`src/rtl/i2c_seq_pkg.sv`:
```
package i2c_seq_pkg;
  localparam int WORD_W    = 10;
  localparam int START_BIT = 8;
  localparam int STOP_BIT  = 9;

  typedef enum logic [1:0] {L_START, L_STOP, L_BYTE} line_cmd_e;

  typedef enum logic [2:0] {
    S_IDLE, S_START, S_ADDR, S_CNT, S_RD, S_WR, S_STOP
  } seq_state_e;
endpackage

```
`src/rtl/i2c_seq_fifo.sv`:
```
module i2c_seq_fifo #(
  parameter int W     = 8,
  parameter int DEPTH = 16,
  localparam int AW   = $clog2(DEPTH)
) (
  input  logic          clk_i,
  input  logic          rst_ni,
  input  logic          clr_i,
  input  logic          wr_i,
  input  logic [W-1:0]  wdata_i,
  input  logic          rd_i,
  output logic [W-1:0]  rdata_o,
  output logic [AW:0]   count_o,
  output logic          full_o,
  output logic          empty_o
);
  logic [W-1:0]  mem [DEPTH];
  logic [AW-1:0] wp, rp;
  logic [AW:0]   cnt;
  logic          do_wr, do_rd;

  assign full_o  = (cnt == (AW+1)'(DEPTH));
  assign empty_o = (cnt == '0);
  assign do_wr   = wr_i && !full_o;
  assign do_rd   = rd_i && !empty_o;
  assign rdata_o = mem[rp];
  assign count_o = cnt;

  always_ff @(posedge clk_i) if (do_wr) mem[wp] <= wdata_i;

  always_ff @(posedge clk_i or negedge rst_ni) begin
    if (!rst_ni) begin
      wp <= '0; rp <= '0; cnt <= '0;
    end else if (clr_i) begin
      wp <= '0; rp <= '0; cnt <= '0;
    end else begin
      if (do_wr) wp <= (wp == AW'(DEPTH-1)) ? '0 : wp + 1'b1;
      if (do_rd) rp <= (rp == AW'(DEPTH-1)) ? '0 : rp + 1'b1;
      if (do_wr && !do_rd) cnt <= cnt + 1'b1;
      else if (do_rd && !do_wr) cnt <= cnt - 1'b1;
    end
  end

  p_full_hold_r6: assert property (@(posedge clk_i) disable iff (!rst_ni)
    (wr_i && !rd_i && !clr_i && full_o) |=> (count_o == $past(count_o)));
  p_empty_rd_r6: assert property (@(posedge clk_i) disable iff (!rst_ni)
    (rd_i && !wr_i && empty_o) |=> empty_o);
endmodule

```
`src/rtl/i2c_line_engine.sv`:
```
module i2c_line_engine
  import i2c_seq_pkg::*;
#(
  parameter int DIV = 4,
  localparam int TW = $clog2(DIV + 1)
) (
  input  logic      clk_i,
  input  logic      rst_ni,
  input  logic      go_i,
  input  line_cmd_e cmd_i,
  input  logic [8:0] bits_i,
  input  logic      sda_i,
  output logic      done_o,
  output logic [8:0] bits_o,
  output logic      own_o,
  output logic      scl_oe_o,
  output logic      sda_oe_o
);
  typedef enum logic [1:0] {E_IDLE, E_START, E_STOP, E_BIT} eng_state_e;

  eng_state_e    st;
  logic [1:0]    ph;
  logic [TW-1:0] tmr;
  logic [3:0]    bitn;
  logic [8:0]    sh;
  logic          own, done;

  always_ff @(posedge clk_i or negedge rst_ni) begin
    if (!rst_ni) begin
      st <= E_IDLE; ph <= '0; tmr <= '0; bitn <= '0;
      sh <= '0; own <= 1'b0; done <= 1'b0;
    end else begin
      done <= 1'b0;
      if (st == E_IDLE) begin
        if (go_i) begin
          tmr <= TW'(DIV - 1);
          unique case (cmd_i)
            L_START: begin st <= E_START; ph <= own ? 2'd0 : 2'd1; own <= 1'b1; end
            L_STOP:  begin st <= E_STOP;  ph <= 2'd0; end
            default: begin st <= E_BIT;   ph <= 2'd0; sh <= bits_i; bitn <= '0; end
          endcase
        end
      end else if (tmr != '0) begin
        tmr <= tmr - 1'b1;
      end else begin
        tmr <= TW'(DIV - 1);
        unique case (st)
          E_START: if (ph == 2'd3) begin st <= E_IDLE; done <= 1'b1; end
                   else ph <= ph + 1'b1;
          E_STOP:  if (ph == 2'd2) begin st <= E_IDLE; own <= 1'b0; done <= 1'b1; end
                   else ph <= ph + 1'b1;
          default: if (ph == 2'd0) ph <= 2'd1;
                   else begin
                     sh <= {sh[7:0], sda_i};  // sample at end of SCL high
                     if (bitn == 4'd8) begin st <= E_IDLE; done <= 1'b1; end
                     else begin bitn <= bitn + 1'b1; ph <= 2'd0; end
                   end
        endcase
      end
    end
  end

  always_comb begin
    scl_oe_o = own;
    sda_oe_o = 1'b0;
    unique case (st)
      E_START: unique case (ph)
                 2'd0:    begin scl_oe_o = 1'b1; sda_oe_o = 1'b0; end
                 2'd1:    begin scl_oe_o = 1'b0; sda_oe_o = 1'b0; end
                 2'd2:    begin scl_oe_o = 1'b0; sda_oe_o = 1'b1; end
                 default: begin scl_oe_o = 1'b1; sda_oe_o = 1'b1; end
               endcase
      E_STOP:  unique case (ph)
                 2'd0:    begin scl_oe_o = 1'b1; sda_oe_o = 1'b1; end
                 2'd1:    begin scl_oe_o = 1'b0; sda_oe_o = 1'b1; end
                 default: begin scl_oe_o = 1'b0; sda_oe_o = 1'b0; end
               endcase
      E_BIT:   begin scl_oe_o = (ph == 2'd0); sda_oe_o = ~sh[8]; end
      default: ;
    endcase
  end

  assign done_o = done;
  assign bits_o = sh;
  assign own_o  = own;

  p_sda_stable_r12: assert property (@(posedge clk_i) disable iff (!rst_ni)
    (st == E_BIT && $past(st == E_BIT) && !scl_oe_o && !$past(scl_oe_o))
      |-> $stable(sda_oe_o));
endmodule

```
`src/rtl/i2c_cmd_master.sv`:
```
module i2c_cmd_master
  import i2c_seq_pkg::*;
#(
  parameter int DIV        = 4,
  parameter int FIFO_DEPTH = 16,
  localparam int AW        = $clog2(FIFO_DEPTH)
) (
  input  logic              clk_i,
  input  logic              rst_ni,
  input  logic              en_i,
  input  logic              tx_flush_i,
  input  logic              tx_wr_i,
  input  logic [WORD_W-1:0] tx_word_i,
  output logic              tx_full_o,
  output logic              tx_empty_o,
  output logic [AW-1:0]     tx_occ_o,
  input  logic              rx_rd_i,
  output logic [7:0]        rx_data_o,
  output logic              rx_empty_o,
  output logic [AW-1:0]     rx_occ_o,
  input  logic [AW-1:0]     rx_lvl_i,
  output logic              rx_thr_o,
  output logic              busy_o,
  output logic              tx_err_o,
  output logic              bnb_o,
  output logic              scl_oe_o,
  output logic              sda_oe_o,
  input  logic              sda_i
);
  logic [WORD_W-1:0] tx_rdata;
  logic [AW:0]       tx_cnt, rx_cnt;
  logic              tx_pop, rx_push, rx_full;

  seq_state_e st;
  logic       wait_q, stop_q, err_q;
  logic [7:0] byte_q, left;

  logic       eng_go, eng_done, eng_own;
  line_cmd_e  eng_cmd;
  logic [8:0] eng_bits, eng_rx;

  i2c_seq_fifo #(.W(WORD_W), .DEPTH(FIFO_DEPTH)) u_tx_fifo (
    .clk_i, .rst_ni, .clr_i(tx_flush_i), .wr_i(tx_wr_i), .wdata_i(tx_word_i),
    .rd_i(tx_pop), .rdata_o(tx_rdata), .count_o(tx_cnt),
    .full_o(tx_full_o), .empty_o(tx_empty_o));

  i2c_seq_fifo #(.W(8), .DEPTH(FIFO_DEPTH)) u_rx_fifo (
    .clk_i, .rst_ni, .clr_i(1'b0), .wr_i(rx_push), .wdata_i(eng_rx[8:1]),
    .rd_i(rx_rd_i), .rdata_o(rx_data_o), .count_o(rx_cnt),
    .full_o(rx_full), .empty_o(rx_empty_o));

  i2c_line_engine #(.DIV(DIV)) u_eng (
    .clk_i, .rst_ni, .go_i(eng_go), .cmd_i(eng_cmd), .bits_i(eng_bits),
    .sda_i, .done_o(eng_done), .bits_o(eng_rx), .own_o(eng_own),
    .scl_oe_o, .sda_oe_o);

  assign tx_occ_o = tx_empty_o ? '0 : AW'(tx_cnt - 1'b1);
  assign rx_occ_o = rx_empty_o ? '0 : AW'(rx_cnt - 1'b1);
  assign rx_thr_o = rx_cnt > {1'b0, rx_lvl_i};

  assign tx_pop  = !tx_empty_o && ((st == S_IDLE && en_i) || st == S_CNT);
  assign rx_push = eng_done && st == S_RD;
  assign eng_go  = !wait_q && (st == S_START || st == S_ADDR || st == S_WR ||
                               st == S_STOP || (st == S_RD && !rx_full));
  assign eng_cmd  = (st == S_START) ? L_START : (st == S_STOP) ? L_STOP : L_BYTE;
  // read: ack slot 0 drives ACK, 1 releases for NACK on the final byte
  assign eng_bits = (st == S_RD) ? {8'hFF, left == 8'd1} : {byte_q, 1'b1};

  assign busy_o   = eng_own;
  assign bnb_o    = eng_done && st == S_STOP;
  assign tx_err_o = err_q;

  always_ff @(posedge clk_i or negedge rst_ni) begin
    if (!rst_ni) begin
      st <= S_IDLE; wait_q <= 1'b0; stop_q <= 1'b0; err_q <= 1'b0;
      byte_q <= '0; left <= '0;
    end else begin
      err_q <= 1'b0;
      if (eng_done) wait_q <= 1'b0;
      else if (eng_go) wait_q <= 1'b1;
      unique case (st)
        S_IDLE: if (tx_pop) begin
          byte_q <= tx_rdata[7:0];
          stop_q <= tx_rdata[STOP_BIT];
          if (tx_rdata[START_BIT]) st <= S_START;
          else if (eng_own)        st <= S_WR;
          else                     err_q <= 1'b1;  // stray data word
        end
        S_START: if (eng_done) st <= S_ADDR;
        S_ADDR: if (eng_done) begin
          if (eng_rx[0])     begin err_q <= 1'b1; st <= S_STOP; end
          else if (byte_q[0]) st <= S_CNT;
          else               st <= stop_q ? S_STOP : S_IDLE;
        end
        S_CNT: if (tx_pop) begin
          left   <= tx_rdata[7:0];
          stop_q <= tx_rdata[STOP_BIT];
          if (tx_rdata[7:0] == 8'd0) st <= tx_rdata[STOP_BIT] ? S_STOP : S_IDLE;
          else                       st <= S_RD;
        end
        S_RD: if (eng_done) begin
          left <= left - 1'b1;
          if (left == 8'd1) begin err_q <= 1'b1; st <= stop_q ? S_STOP : S_IDLE; end
        end
        S_WR: if (eng_done) begin
          if (eng_rx[0]) begin err_q <= 1'b1; st <= S_STOP; end
          else           st <= stop_q ? S_STOP : S_IDLE;
        end
        default: if (eng_done) st <= S_IDLE;
      endcase
    end
  end

  p_bnb_idle_r9: assert property (@(posedge clk_i) disable iff (!rst_ni)
    bnb_o |-> !busy_o);
  p_busy_fall_r9: assert property (@(posedge clk_i) disable iff (!rst_ni)
    $fell(busy_o) |-> bnb_o);
  p_cnt_stall_r11: assert property (@(posedge clk_i) disable iff (!rst_ni)
    (st == S_CNT) |-> (scl_oe_o && busy_o));
  p_rx_no_push_full_r6: assert property (@(posedge clk_i) disable iff (!rst_ni)
    rx_push |-> !rx_full);
endmodule

```
`config.mk`:
```
export PLATFORM = sky130hd
export DESIGN_NAME = i2c_cmd_master
export DESIGN_NICKNAME = d
export VERILOG_FILES = /design/src/rtl/i2c_seq_pkg.sv /design/src/rtl/i2c_seq_fifo.sv /design/src/rtl/i2c_line_engine.sv /design/src/rtl/i2c_cmd_master.sv
export SDC_FILE = /design/constraint.sdc
export NUM_CORES = 1
export LEC_CHECK = 0
export ABC_AREA = 1
export BUFFER_PORTS_ARGS = -buffer_cell sky130_fd_sc_hd__buf_2
export CORE_AREA = 5 5 242 197
export DETAILED_ROUTE_END_ITERATION = 10
export DIE_AREA = 0 0 247 202
export PLACE_DENSITY = 0.53
export SETUP_SLACK_MARGIN = 0.3
export SLEW_MARGIN = 5
export SYNTH_ARGS = -nofsm -noshare
export SYNTH_HDL_FRONTEND = slang
export SYNTH_HIERARCHICAL = 1
export SYNTH_SLANG_ARGS = --single-unit
```
`constraint.sdc`:
```
create_clock -name clk_i -period 2.94 [get_ports clk_i]
set_input_delay 0.147 -clock clk_i [delete_from_list [all_inputs] [get_ports clk_i]]
set_output_delay 0.147 -clock clk_i [all_outputs]
set_load 0.1 [all_outputs]
```
==> results.ini <==
[clock_tree]
root_buffer=clkbuf_16
path_clk_slew_ns=0.06
cts_buffer_depth=3
numCtsBuffers=40
clock_latency_ns=0.55
tritoncts=done
clock-sinks=358
htree_num_levels=2

[job]
cap_violations=0

[min_path]
min_path_type=in -> reg

[yosys]
ys_seq_area_frac=0.587
yosysTopAreaCell=edfxtp_1
synth_edf_count=288
synth_cells=1969
yosysTopAreaCellShare=0.488
synthFlopType=edfxtp_1
avgSynthCellArea_sq_um=9.00
async_flop_share=0.196
netlist-cell-type-count=46
ys_seq_elements=358
netlist_area_sq_um=17700
yosysWarnings=6
synthTopCellsByArea=edfxtp_1 49%, nand2_1 14%, dfrtp_1 9.9%

[routing]
wire_per_inst_microns=16.0
vias_per_cell=4.76
ant_nets=0
post-route-drc-count=0
drt-initial-drc-count=950
vias=12900
drtPass1Iterations=6
routed_wl_microns=43200

[sta]
rsz0062_at_grt=true
fin_crit_ns=2.49
slew_viol_final=0
tightest_slew_ns=0.958
holdWs_ns=0.0176
setup_violations=0
relSlewSlack=0.362
clock.fmax_ghz=0.402
hold_viol_final=0
finalClockSkew_ns=0.0120
finalSetupTns_ns=0
post-route-period-util=0.847

[finish]
regArea_sq_um=10400
finalNetCount=2127
area_growth_pct=14.8
n_fill_cell=4333
multi_input_area_sq_um=5530
layout-drive-gt1-share=0.108

[grt]
grt_start_max_net_pins=85
grt_usage=0.174
met1_usage=0.274
use_met2=0.251
grt_pass1_wl_microns=68600
top_usage_layer=met1
grt-ovfl-total=0
use_met3=0.0309
antenna_found_initial=0
grt_pass1_vias=12200

[pwr]
powerDensity_nw_per_um2=963
switchingPower_w=0.00832
comb_power_share=0.397
switching_share=0.425
p_int_w=0.0113
clkPwrFrac=0.267
leakage_nw=9.47
ir_drop_uv=2050
pwr-share-seq=0.336

[floorplanning]
core_region_area_sq_um=45100
dieArea_sq_um=49900
rows=70
ios=46
die_x_microns=247
start_util=0.393
die_height_microns=202

[placed_design]
hpwl_microns=27700
portBuffers=45
place_congestion=0.803

[outcome]
status=finished clean

[worst_setup_path]
crit_arrival_ns=2.93
required_ns=3.38
critPathCaptureType=flip-flop
path_max_fanout=7
start_kind=flip-flop
criticalPathCategory=reg -> reg

## synthesized netlist by cell type, types with 2 or more instances
cell type / number
clkbuf_1: 5
fa_1: 2
xnor2_1: 6
buf_6: 13
inv_1: 368
inv_4: 3
edfxtp_1: 288
nand2_4: 4
nor3_1: 7
buf_1: 3
xor2_1: 9
or2_2: 3
nand2b_1: 2
nor2_8: 2
nor2_2: 4
dfrtp_1: 70
nor2_1: 92
a21oi_1: 13
ha_1: 40
nand3_1: 236
o21ai_1: 9
nand4_1: 13
nor2_4: 3
clkinv_1: 6
o211ai_1: 2
buf_4: 11
nand2_1: 650
a22o_1: 2
nand3_2: 2
nand2_2: 4
buf_2: 33
o21ai_0: 46
inv_2: 5
## cells in the final DEF (no fill, tap or decap), drive strengths merged, types with 14 or more instances in the layout
cell,synthesis,layout
o21ai,56,56
dfrtp,70,70
inv,377,376
clkbuf,5,59
a21oi,14,14
nand3,239,239
buf,60,112
edfxtp,288,288
nand2,658,658
ha,40,40
nor2,101,101
## registers in the layout, summed over array words and instances, names as in the netlist, 2 cells and up
signal,count
u_tx_fifo/mem,160
u_rx_fifo/mem,128
u_eng/bits_o,9
byte_q,8
left,8
u_rx_fifo/count_o,5
u_tx_fifo/count_o,5
u_eng/bitn,4
u_rx_fifo/rp,4
u_rx_fifo/wp,4
u_tx_fifo/rp,4
u_tx_fifo/wp,4
st,3
u_eng/tmr,3
u_eng/ph,2
u_eng/st,2
## path summary, 6_finish.rpt
path	from	to	slack [ns]	cells past startpoint
max in group asynchronous	rst_ni	u_rx_fifo/rp[0]	1.96	2
min in group asynchronous	rst_ni	u_eng/ph[1]	0.29	2
worst min register to register	left[7]	left[7]	0.48	2
worst max register to register	u_tx_fifo/count_o[1]	u_tx_fifo/count_o[4]	0.45	14
worst min-delay path	tx_word_i[4]	u_tx_fifo/mem[14][4]	0.02	1
worst max-delay path	u_tx_fifo/count_o[1]	u_tx_fifo/count_o[4]	0.45	14
## logic make-up (layout without fill, tap and decap cells)
logic type	Yosys count	in the layout	share of synthesized area
buffers and inverters	448	571	0.106
XOR/XNOR	15	15	0.00741
other	1	4	0.000212
flip-flops	358	358	0.587
AND/OR/NAND/NOR	1026	1026	0.245
AO/OA/AOI/OAI	79	79	0.0245
adder cells (fa/ha/maj)	42	42	0.0305
## power groups by stage
stage               registers, W  clock network (W)  logic [W]
finish                   0.00658            0.00523    0.00778
global route             0.00665            0.00559    0.00856
CTS                      0.00659            0.00536    0.00763
detailed placement       0.00669                  0    0.00760
global placement         0.00667                  0    0.00755
floorplan                0.00655                  0    0.00602
## worst max-delay path, stage by stage (launching register included)
cell,delay [ns]
dfrtp_2,0.43
nor2_1,0.13
nand4_1,0.22
clkinvlp_4,0.21
inv_1,0.09
nand2_4,0.12
nand2_4,0.08
nand2_4,0.12
ha_4,0.16
inv_2,0.07
ha_1,0.34
a21oi_2,0.17
nand3_1,0.09
nand3_1,0.10
nand2_1,0.05
## layer usage
metal / share of wire / vias up
li1: - / 6397
met2: 0.42 / 310
met5: 0 / -
met1: 0.51 / 6128
met4: 0.014 / 0
met3: 0.053 / 53
## repair_timing
action,CTS,global route
endpoints found under the hold margin,79,0
gates resized for setup,3,20
gates cloned,0,0
pin swaps,0,3
setup buffers,0,14
setup endpoints to repair,7,14
hold buffers,4,0
## layout make-up
class,count,area share
Sequential cell,358,0.512
Tap cell,612,0.0376
Timing Repair Buffer,116,0.0389
Clock buffer,59,0.0567
Multi-Input combinational cell,1165,0.272
Antenna cell,1,0.000123
Clock inverter,13,0.0108
Inverter,383,0.0721
## stage by stage
| stage | setup WS, ns | std cells | util | instance area [sq um] | total power (W) |
|---|---|---|---|---|---|
| 6_report | 0.449 | 2707 | 0.451 | 20300 | 0.0196 |
| 3_5_place_dp | 0.279 | 2616 | 0.416 | 18800 | 0.0143 |
| 3_3_place_gp | 0.383 | 2616 | 0.416 | 18800 | 0.0142 |
| 5_1_grt | 0.253 | 2706 | 0.451 | 20300 | 0.0208 |
| 2_1_floorplan | 0.148 | 1971 | - | 17800 | 0.0126 |
| 4_1_cts | 0.296 | 2692 | 0.447 | 20200 | 0.0196 |
No activity file was read; power rests on OpenSTA's default activity.
